===== src/rtl/dr_pkg.sv =====
package dr_pkg;
  localparam int unsigned DR_ADDR_W    = 8;
  localparam int unsigned DR_DATA_W    = 16;
  localparam int unsigned DR_MODE_BIT  = 13;
  localparam logic [7:0]  DR_CLR_ADDR  = 8'h81;
  localparam logic [7:0]  DR_CTRL_ADDR = 8'h03;

  typedef enum logic {
    PIN_SRC_FLAG  = 1'b0,
    PIN_SRC_ALARM = 1'b1
  } pin_src_e;

  typedef struct packed {
    logic done;
    logic rd;
    logic tmr;
  } strobe_t;
endpackage


===== src/rtl/dr_rst_sync.sv =====
module dr_rst_sync #(
  parameter int unsigned STAGES = 2
) (
  input  logic clk,
  input  logic rst_n,
  output logic rst_sync_n
);
  localparam int unsigned LAST = STAGES - 1;

  logic [LAST:0] chain_q;
  logic [LAST:0] chain_d;

  always_comb begin
    chain_d = {chain_q[LAST:0], 1'b1} >> 0;
    chain_d[0] = 1'b1;
    for (int i = 1; i <= int'(LAST); i++) begin
      chain_d[i] = chain_q[i-1];
    end
  end

  always_ff @(posedge clk or negedge rst_n) begin
    if (!rst_n) begin
      chain_q <= '0;
    end else begin
      chain_q <= chain_d;
    end
  end

  assign rst_sync_n = chain_q[LAST];
endmodule


===== src/rtl/dr_host_regs.sv =====
module dr_host_regs #(
  parameter int unsigned ADDR_W    = 8,
  parameter int unsigned DATA_W    = 16,
  parameter int unsigned MODE_BIT  = 13,
  parameter logic [ADDR_W-1:0] CLR_ADDR  = 8'h81,
  parameter logic [ADDR_W-1:0] CTRL_ADDR = 8'h03
) (
  input  logic              clk,
  input  logic              rst_n,
  input  logic              wr_en,
  input  logic [ADDR_W-1:0] wr_addr,
  input  logic [DATA_W-1:0] wr_data,
  output dr_pkg::pin_src_e  mode_q,
  output logic              latch_clr
);
  localparam logic [DATA_W-1:0] CLR_WORD = '0;

  logic             ctrl_hit;
  logic             mode_en;
  dr_pkg::pin_src_e mode_d;

  assign ctrl_hit  = wr_en && (wr_addr == CTRL_ADDR);
  assign latch_clr = wr_en && (wr_addr == CLR_ADDR) && (wr_data == CLR_WORD);

  always_comb begin
    mode_en = ctrl_hit;
    mode_d  = mode_q;
    if (mode_en) begin
      mode_d = wr_data[MODE_BIT] ? dr_pkg::PIN_SRC_ALARM : dr_pkg::PIN_SRC_FLAG;
    end
  end

  always_ff @(posedge clk or negedge rst_n) begin
    if (!rst_n) begin
      mode_q <= dr_pkg::PIN_SRC_FLAG;
    end else if (mode_en) begin
      mode_q <= mode_d;
    end
  end
endmodule


===== src/rtl/dr_read_latch.sv =====
module dr_read_latch (
  input  logic clk,
  input  logic rst_n,
  input  logic rd_accept,
  input  logic clr,
  output logic latch_q
);
  logic latch_d;
  logic latch_en;

  always_comb begin
    latch_en = clr || rd_accept;
    latch_d  = latch_q;
    if (clr) begin
      latch_d = 1'b0;
    end else if (rd_accept) begin
      latch_d = 1'b1;
    end
  end

  always_ff @(posedge clk or negedge rst_n) begin
    if (!rst_n) begin
      latch_q <= 1'b0;
    end else if (latch_en) begin
      latch_q <= latch_d;
    end
  end
endmodule


===== src/rtl/dr_flag_ctl.sv =====
module dr_flag_ctl (
  input  logic            clk,
  input  logic            rst_n,
  input  dr_pkg::strobe_t stb,
  input  logic            latch_q,
  output logic            flag_n_q,
  output logic            rd_accept
);
  logic flag_n_d;
  logic flag_en;

  assign rd_accept = stb.rd && !flag_n_q && !latch_q && !stb.done && !stb.tmr;

  always_comb begin
    flag_en  = stb.tmr || stb.done || rd_accept;
    flag_n_d = flag_n_q;
    if (stb.tmr) begin
      flag_n_d = 1'b1;
    end else if (stb.done) begin
      flag_n_d = 1'b0;
    end else if (rd_accept) begin
      flag_n_d = 1'b1;
    end
  end

  always_ff @(posedge clk or negedge rst_n) begin
    if (!rst_n) begin
      flag_n_q <= 1'b1;
    end else if (flag_en) begin
      flag_n_q <= flag_n_d;
    end
  end
endmodule


===== src/rtl/dready_irq_tracker.sv =====
module dready_irq_tracker #(
  parameter int unsigned ADDR_W      = dr_pkg::DR_ADDR_W,
  parameter int unsigned DATA_W      = dr_pkg::DR_DATA_W,
  parameter int unsigned MODE_BIT    = dr_pkg::DR_MODE_BIT,
  parameter int unsigned SYNC_STAGES = 2,
  parameter logic [ADDR_W-1:0] CLR_ADDR  = dr_pkg::DR_CLR_ADDR,
  parameter logic [ADDR_W-1:0] CTRL_ADDR = dr_pkg::DR_CTRL_ADDR
) (
  input  logic              clk,
  input  logic              rst_n,
  input  logic              conv_done,
  input  logic              result_rd,
  input  logic              timer_start,
  input  logic              wr_en,
  input  logic [ADDR_W-1:0] wr_addr,
  input  logic [DATA_W-1:0] wr_data,
  input  logic              alarm_n,
  output logic              drdy_n,
  output logic              irq_n
);
  logic             rst_q;
  logic             latch_q;
  logic             latch_clr;
  logic             rd_accept;
  dr_pkg::pin_src_e mode_q;
  dr_pkg::strobe_t  stb;

  assign stb = '{done: conv_done, rd: result_rd, tmr: timer_start};

  dr_rst_sync #(.STAGES(SYNC_STAGES)) u_rst (
    .clk       (clk),
    .rst_n     (rst_n),
    .rst_sync_n(rst_q)
  );

  dr_host_regs #(
    .ADDR_W   (ADDR_W),
    .DATA_W   (DATA_W),
    .MODE_BIT (MODE_BIT),
    .CLR_ADDR (CLR_ADDR),
    .CTRL_ADDR(CTRL_ADDR)
  ) u_regs (
    .clk      (clk),
    .rst_n    (rst_q),
    .wr_en    (wr_en),
    .wr_addr  (wr_addr),
    .wr_data  (wr_data),
    .mode_q   (mode_q),
    .latch_clr(latch_clr)
  );

  dr_flag_ctl u_flag (
    .clk      (clk),
    .rst_n    (rst_q),
    .stb      (stb),
    .latch_q  (latch_q),
    .flag_n_q (drdy_n),
    .rd_accept(rd_accept)
  );

  dr_read_latch u_latch (
    .clk      (clk),
    .rst_n    (rst_q),
    .rd_accept(rd_accept),
    .clr      (latch_clr),
    .latch_q  (latch_q)
  );

  always_comb begin
    unique case (mode_q)
      dr_pkg::PIN_SRC_ALARM: irq_n = alarm_n;
      default:               irq_n = drdy_n;
    endcase
  end
endmodule


===== config.mk =====
export PLATFORM = sky130hd
export DESIGN_NAME = dready_irq_tracker
export DESIGN_NICKNAME = d
export VERILOG_FILES = /design/src/rtl/dr_pkg.sv /design/src/rtl/dr_rst_sync.sv /design/src/rtl/dr_host_regs.sv /design/src/rtl/dr_read_latch.sv /design/src/rtl/dr_flag_ctl.sv /design/src/rtl/dready_irq_tracker.sv
export SDC_FILE = /design/constraint.sdc
export NUM_CORES = 1
export LEC_CHECK = 0
export BUFFER_PORTS_ARGS = -buffer_cell sky130_fd_sc_hd__buf_2
export CAP_MARGIN = 10
export CORE_AREA = 4 4 41 43
export DETAILED_ROUTE_END_ITERATION = 7
export DIE_AREA = 0 0 45 47
export PLACE_DENSITY = 0.62
export REMOVE_ABC_BUFFERS = 1
export SYNTH_ARGS = -nofsm -noshare
export SYNTH_HDL_FRONTEND = slang
export SYNTH_SLANG_ARGS = --single-unit
export TNS_END_PERCENT = 50

===== constraint.sdc =====
create_clock -name clk -period 1.5 [get_ports clk]
set_input_delay 0.15 -clock clk [delete_from_list [all_inputs] [get_ports clk]]
set_output_delay 0.15 -clock clk [all_outputs]
set_load 0.02 [all_outputs]

* Word-level counts from Yosys, hierarchy flattened
Index checks and enable logic that the tools add are counted.
Storage, ports and cells: register bits 5, word-level logic and storage cells 31, input port bits 31, output and inout bits 2
Cells by class: muxes and demuxes 6, reductions and logical operators 19, equality and inequality tests 2
Operators with widths (number):
- 16-bit logical NOT | 1
- 8-bit by 2-bit == test with 1-bit output, second input constant | 1
- 8-bit == test, second input constant | 1
- 1-bit logical AND | 7
- 1-bit 2-to-1 mux | 6
- 1-bit logical NOT | 4
- 2-bit AND reduction | 2
- 1-bit logical OR | 3
- 3-bit nonzero test | 1
- 2-bit nonzero test | 1

* Longest topological paths before layout
depth after elaboration 8, gate-level depth with buffers 3, mapped depth without buffers 3

* Cells and area by module
Synthesis repeated with hierarchy kept, for this count alone.
Unflattened totals: cells, all modules 26, area, all modules 287.8 sq um
By module, submodules not included:
- dr_host_regs | seq. area each 25.0 sq um, instances 1, area an instance 123.9 sq um, cells each 14
- dr_flag_ctl | seq. area each 26.3 sq um, instances 1, area an instance 60.1 sq um, cells each 6
- dr_rst_sync | seq. area each 50.0 sq um, instances 1, area an instance 53.8 sq um, cells each 3
- dr_read_latch | seq. area each 25.0 sq um, instances 1, area an instance 35.0 sq um, cells each 2
- dready_irq_tracker | seq. area each 0.0 sq um, instances 1, area an instance 15.0 sq um, cells each 1

* Worst setup path before layout
No wires, ideal clock.
kind reg-to-output, from register u_flag.flag_n_q, to output irq_n, buffers on the path 0, stages on the path, launching flop included 2, data arrival time 0.816 ns, path slack 0.534 ns, data required time 1.350 ns, path through dfstp_2 > mux2_2
Between the ends: word-level cells in the longest chain between the ends 1
Ends and longest elaborated chain:
- start: declaration | RTL line dr_flag_ctl.sv:6 | output logic flag_n_q,
- start signal: assignment | RTL line dr_flag_ctl.sv:30 | flag_n_q <= flag_n_d;
- 1-bit 2-to-1 mux | RTL line dready_irq_tracker.sv:70 | unique case (mode_q)
- end: declaration | RTL line dready_irq_tracker.sv:19 | output logic irq_n
Every way passes these cells.

* Worst setup path in the final report
Ends and elaborated chain as after synthesis.

==> reports/qor.txt <==
================================================================================
Run status                                                          complete, no violations
Total Routed Length                                                  821 microns
First-pass DRT Iterations                                                      2
Clock tree from TritonCTS                                                   done
Most frequently used cell type in the post-synthesis netlist             dfrtp_1
Cell accounting for the most synthesized area                            dfrtp_1
Synthesized cell area                                                266.5 sq um
Worst hold slack across all endpoints                                   29.93 ps
Ranking of synthesized cells by area                                dfrtp_1, dfstp_2, nor4_1
Net switching component of the power                                0.00009275 W
Clock power share                                                          0.416
Total routing resource utilization after global routing                  0.08506
Worst min-delay path category                                       flop to asynchronous set/reset pin
Remaining routing DRC violations                                               0
Synthesized instance count                                                    23
Data required time of the worst path                                     1350 ps
Final min period                                                         1239 ps
Synth Area in Compound Gates                                             0.07981
Post-synthesis area per instance                                     11.59 sq um
Logic gate share of total power                                            0.187
Number of standard-cell rows in the floorplan                                 13
Post-route antenna net violation count                                         0
Count of antenna diodes in the layout                                          0
Violation count after the first detailed-routing iteration                     1
IR Drop Worst-Case VDD                                                 0.4275 mV
Number of synthesized register bits                                            5
Total clock buffers created by CTS                                             3
Proportion of synthesized area in mux cells                              0.08451
Part of the total power dissipated in sequential elements                  0.396
Critical-path cell with the highest stage delay                          dfstp_2
Area share of fa/ha/maj cells after synthesis                                  0
Largest family of logic cells by synthesized area                   simple AND/OR/NAND/NOR gates
Simple-gate area share of the yosys netlist                               0.3333
Post-placement cell count                                                     70
Total number of yosys warnings                                                 0
Max-slew violation count                                                       0
Post_cts resized                                                               0
Synth cell count leaders                                            dfrtp_1, nor4_1, nor4b_1
Final Hold Fails                                                               0
Count of input and output buffers                                             32
Critical path capture point type                                      output pin
Per-cell routed wire length                                         10.95 microns
Worst-path clk slew                                                        50 ps
Core area                                                             1301 sq um
Placer Congestion                                                         0.5862
Kind of launch point of the worst setup path                                flop
Distinct cell type count after synthesis                                      17
Final net count                                                               92
Cell-by-cell listing of the critical path                           mux2_2 -> buf_2
Static power due to leakage                                            0.2469 nW
Post-Synth XOR/XNOR Area                                                       0
Clock skew after layout                                                 7.182 ps
Timing-limited maximum frequency                                      0.8074 GHz
Number of standard cells in the layout, taps in and fillers out               75
Largest driver fanout on the critical path                                     4
Syn-to-layout area delta                                                  80.75%
Starting Density                                                          0.2048
Endpoints failing setup                                                        0
Synth async-reset ratio                                                    1.000
Die span in x                                                         45 microns
Detailed Place HPWL                                                 756.3 microns
Floorplan die height                                                  47 microns
Unrepaired setup endpoints after global routing                            false
Delay of the slowest critical-path stage                                  540 ps
Via count of the first global-routing pass                                   385
Proportion of synthesized chip area in sequential cells                   0.4742
MaxCap Viol Count                                                              0
Area fraction of the dominant cell type after synthesis                   0.3756
Num ports                                                                     33
CTS root buf                                                            clkbuf_4
Crit path arrival time                                                   1090 ps
Fraction of final layout cells with drive strength greater than 1         0.6333
Most used DFF post-synth                                                 dfrtp_1
Maximum number of pins on one net before global-route repair                   5
First-pass GRT wire length                                              1.262 mm
Sink count of the clock tree                                                   5
Antenna violations before repair                                               0
Post-Route Setup TNS                                                        0 ps
Post-synth EDFFs                                                               0
Congestion Overflow GR                                                         0
Switching power share of the total                                        0.2413
Later-pin clock latency in the skew report                                250 ps
Number of buffers on the longest clock path                                    2
H-tree level count                                                             1
Total number of vias                                                         331
CP Class                                                            flop to output pin
Overall Power                                                        0.0003844 W
Total power density per cell area                                   797.9 nW/um^2
Number of vias per cell after detailed routing                             4.413
Die Outline Area                                                      2115 sq um
Total internal power                                                 0.0002916 W
Ratio of final minimum period to clock period                             0.8257
================================================================================
[routing by layer]
layer	routed length, microns	up-vias	global-route usage
met3	105	2	0.06130
li1	-	164	-
met1	247	149	0.05556
met2	461	16	0.1808
met4	6	0	0.01754
met5	0	-	0
[cell type report]
cell class                      count  area [sq um]
Clock buffer                        4         26.28
Fill cell                         143         819.5
Inverter                            1         3.754
Multi-Input combinational cell     17         136.4
Sequential cell                     5         126.4
Tap cell                           15         18.77
Timing Repair Buffer               33         170.2
[final timing paths]
path                                  start               end  slack (ps)  depth (start not counted)
setup / recovery            u_flag.flag_n_q             irq_n         260                          2
hold / removal             u_rst.chain_q[1]     u_regs.mode_q          30                          0
setup reg to reg            u_flag.flag_n_q   u_latch.latch_q         600                          2
hold reg to reg            u_rst.chain_q[1]     u_regs.mode_q          30                          0
max in group asynchronous             rst_n  u_rst.chain_q[0]        1190                          2
min in group clk                  conv_done   u_flag.flag_n_q          70                          2
[power groups by stage]
stage	registers (W)	logic [W]	clock network (W)
global placement	0.000154	0.0000687	0
floorplan	0.000156	0.0000215	0
detailed placement	0.000154	0.0000711	0
finish	0.000152	0.0000720	0.000160
CTS	0.000153	0.0000732	0.000167
global route	0.000154	0.0000795	0.000175
[cell usage in the layout (no fill, tap or decap)]
cell type and instances:
a21oi_1 1, and4bb_1 1, buf_2 32, clkbuf_1 1
clkbuf_4 3, conb_1 1, dfrtp_1 4, dfstp_2 1
dlygate4sd3_1 1, inv_1 1, mux2_1 1, mux2_2 1
nand3_1 1, nand4_1 1, nand4b_1 1, nor2_1 1
nor3_4 1, nor4_1 3, nor4b_1 2, o21bai_1 1
o22a_1 1
[cell families after synthesis]
logic type / Yosys count
AO/OA/AOI/OAI: 3
buffers and inverters: 1
flip-flops: 5
multiplexers: 2
other: 1
AND/OR/NAND/NOR: 11
[timing repair]
item / CTS / global route
hold endpoints to repair: 2 / 0
buffers inserted: 0 / 0
hold buffers: 1 / 0
[flip-flops by register name, indices dropped and copies added, names as in the netlist]
name and count:
u_rst.chain_q 2, u_latch.latch_q 1, u_flag.flag_n_q 1, u_regs.mode_q 1
[metrics by stage]
| stage | cell area, sq um | worst slack (ps) | utilization |
|---|---|---|---|
| after detailed placement | 445.4 | 399.7 | 0.3423 |
| after CTS | 481.7 | 250.9 | 0.3702 |
| final | 481.7 | 261.5 | 0.3702 |
| after floorplan | 266.5 | 534.2 | - |
| after global routing | 481.7 | 235.0 | 0.3702 |
| after global placement | 445.4 | 435.7 | 0.3423 |
[critical path, delay by kind of cell (launching register included)]
kind	cells	cell delay, ps
buffers and inverters	1	150
DFF	1	540
muxes	1	150
Note: power is estimated with default switching activity, not from simulation.
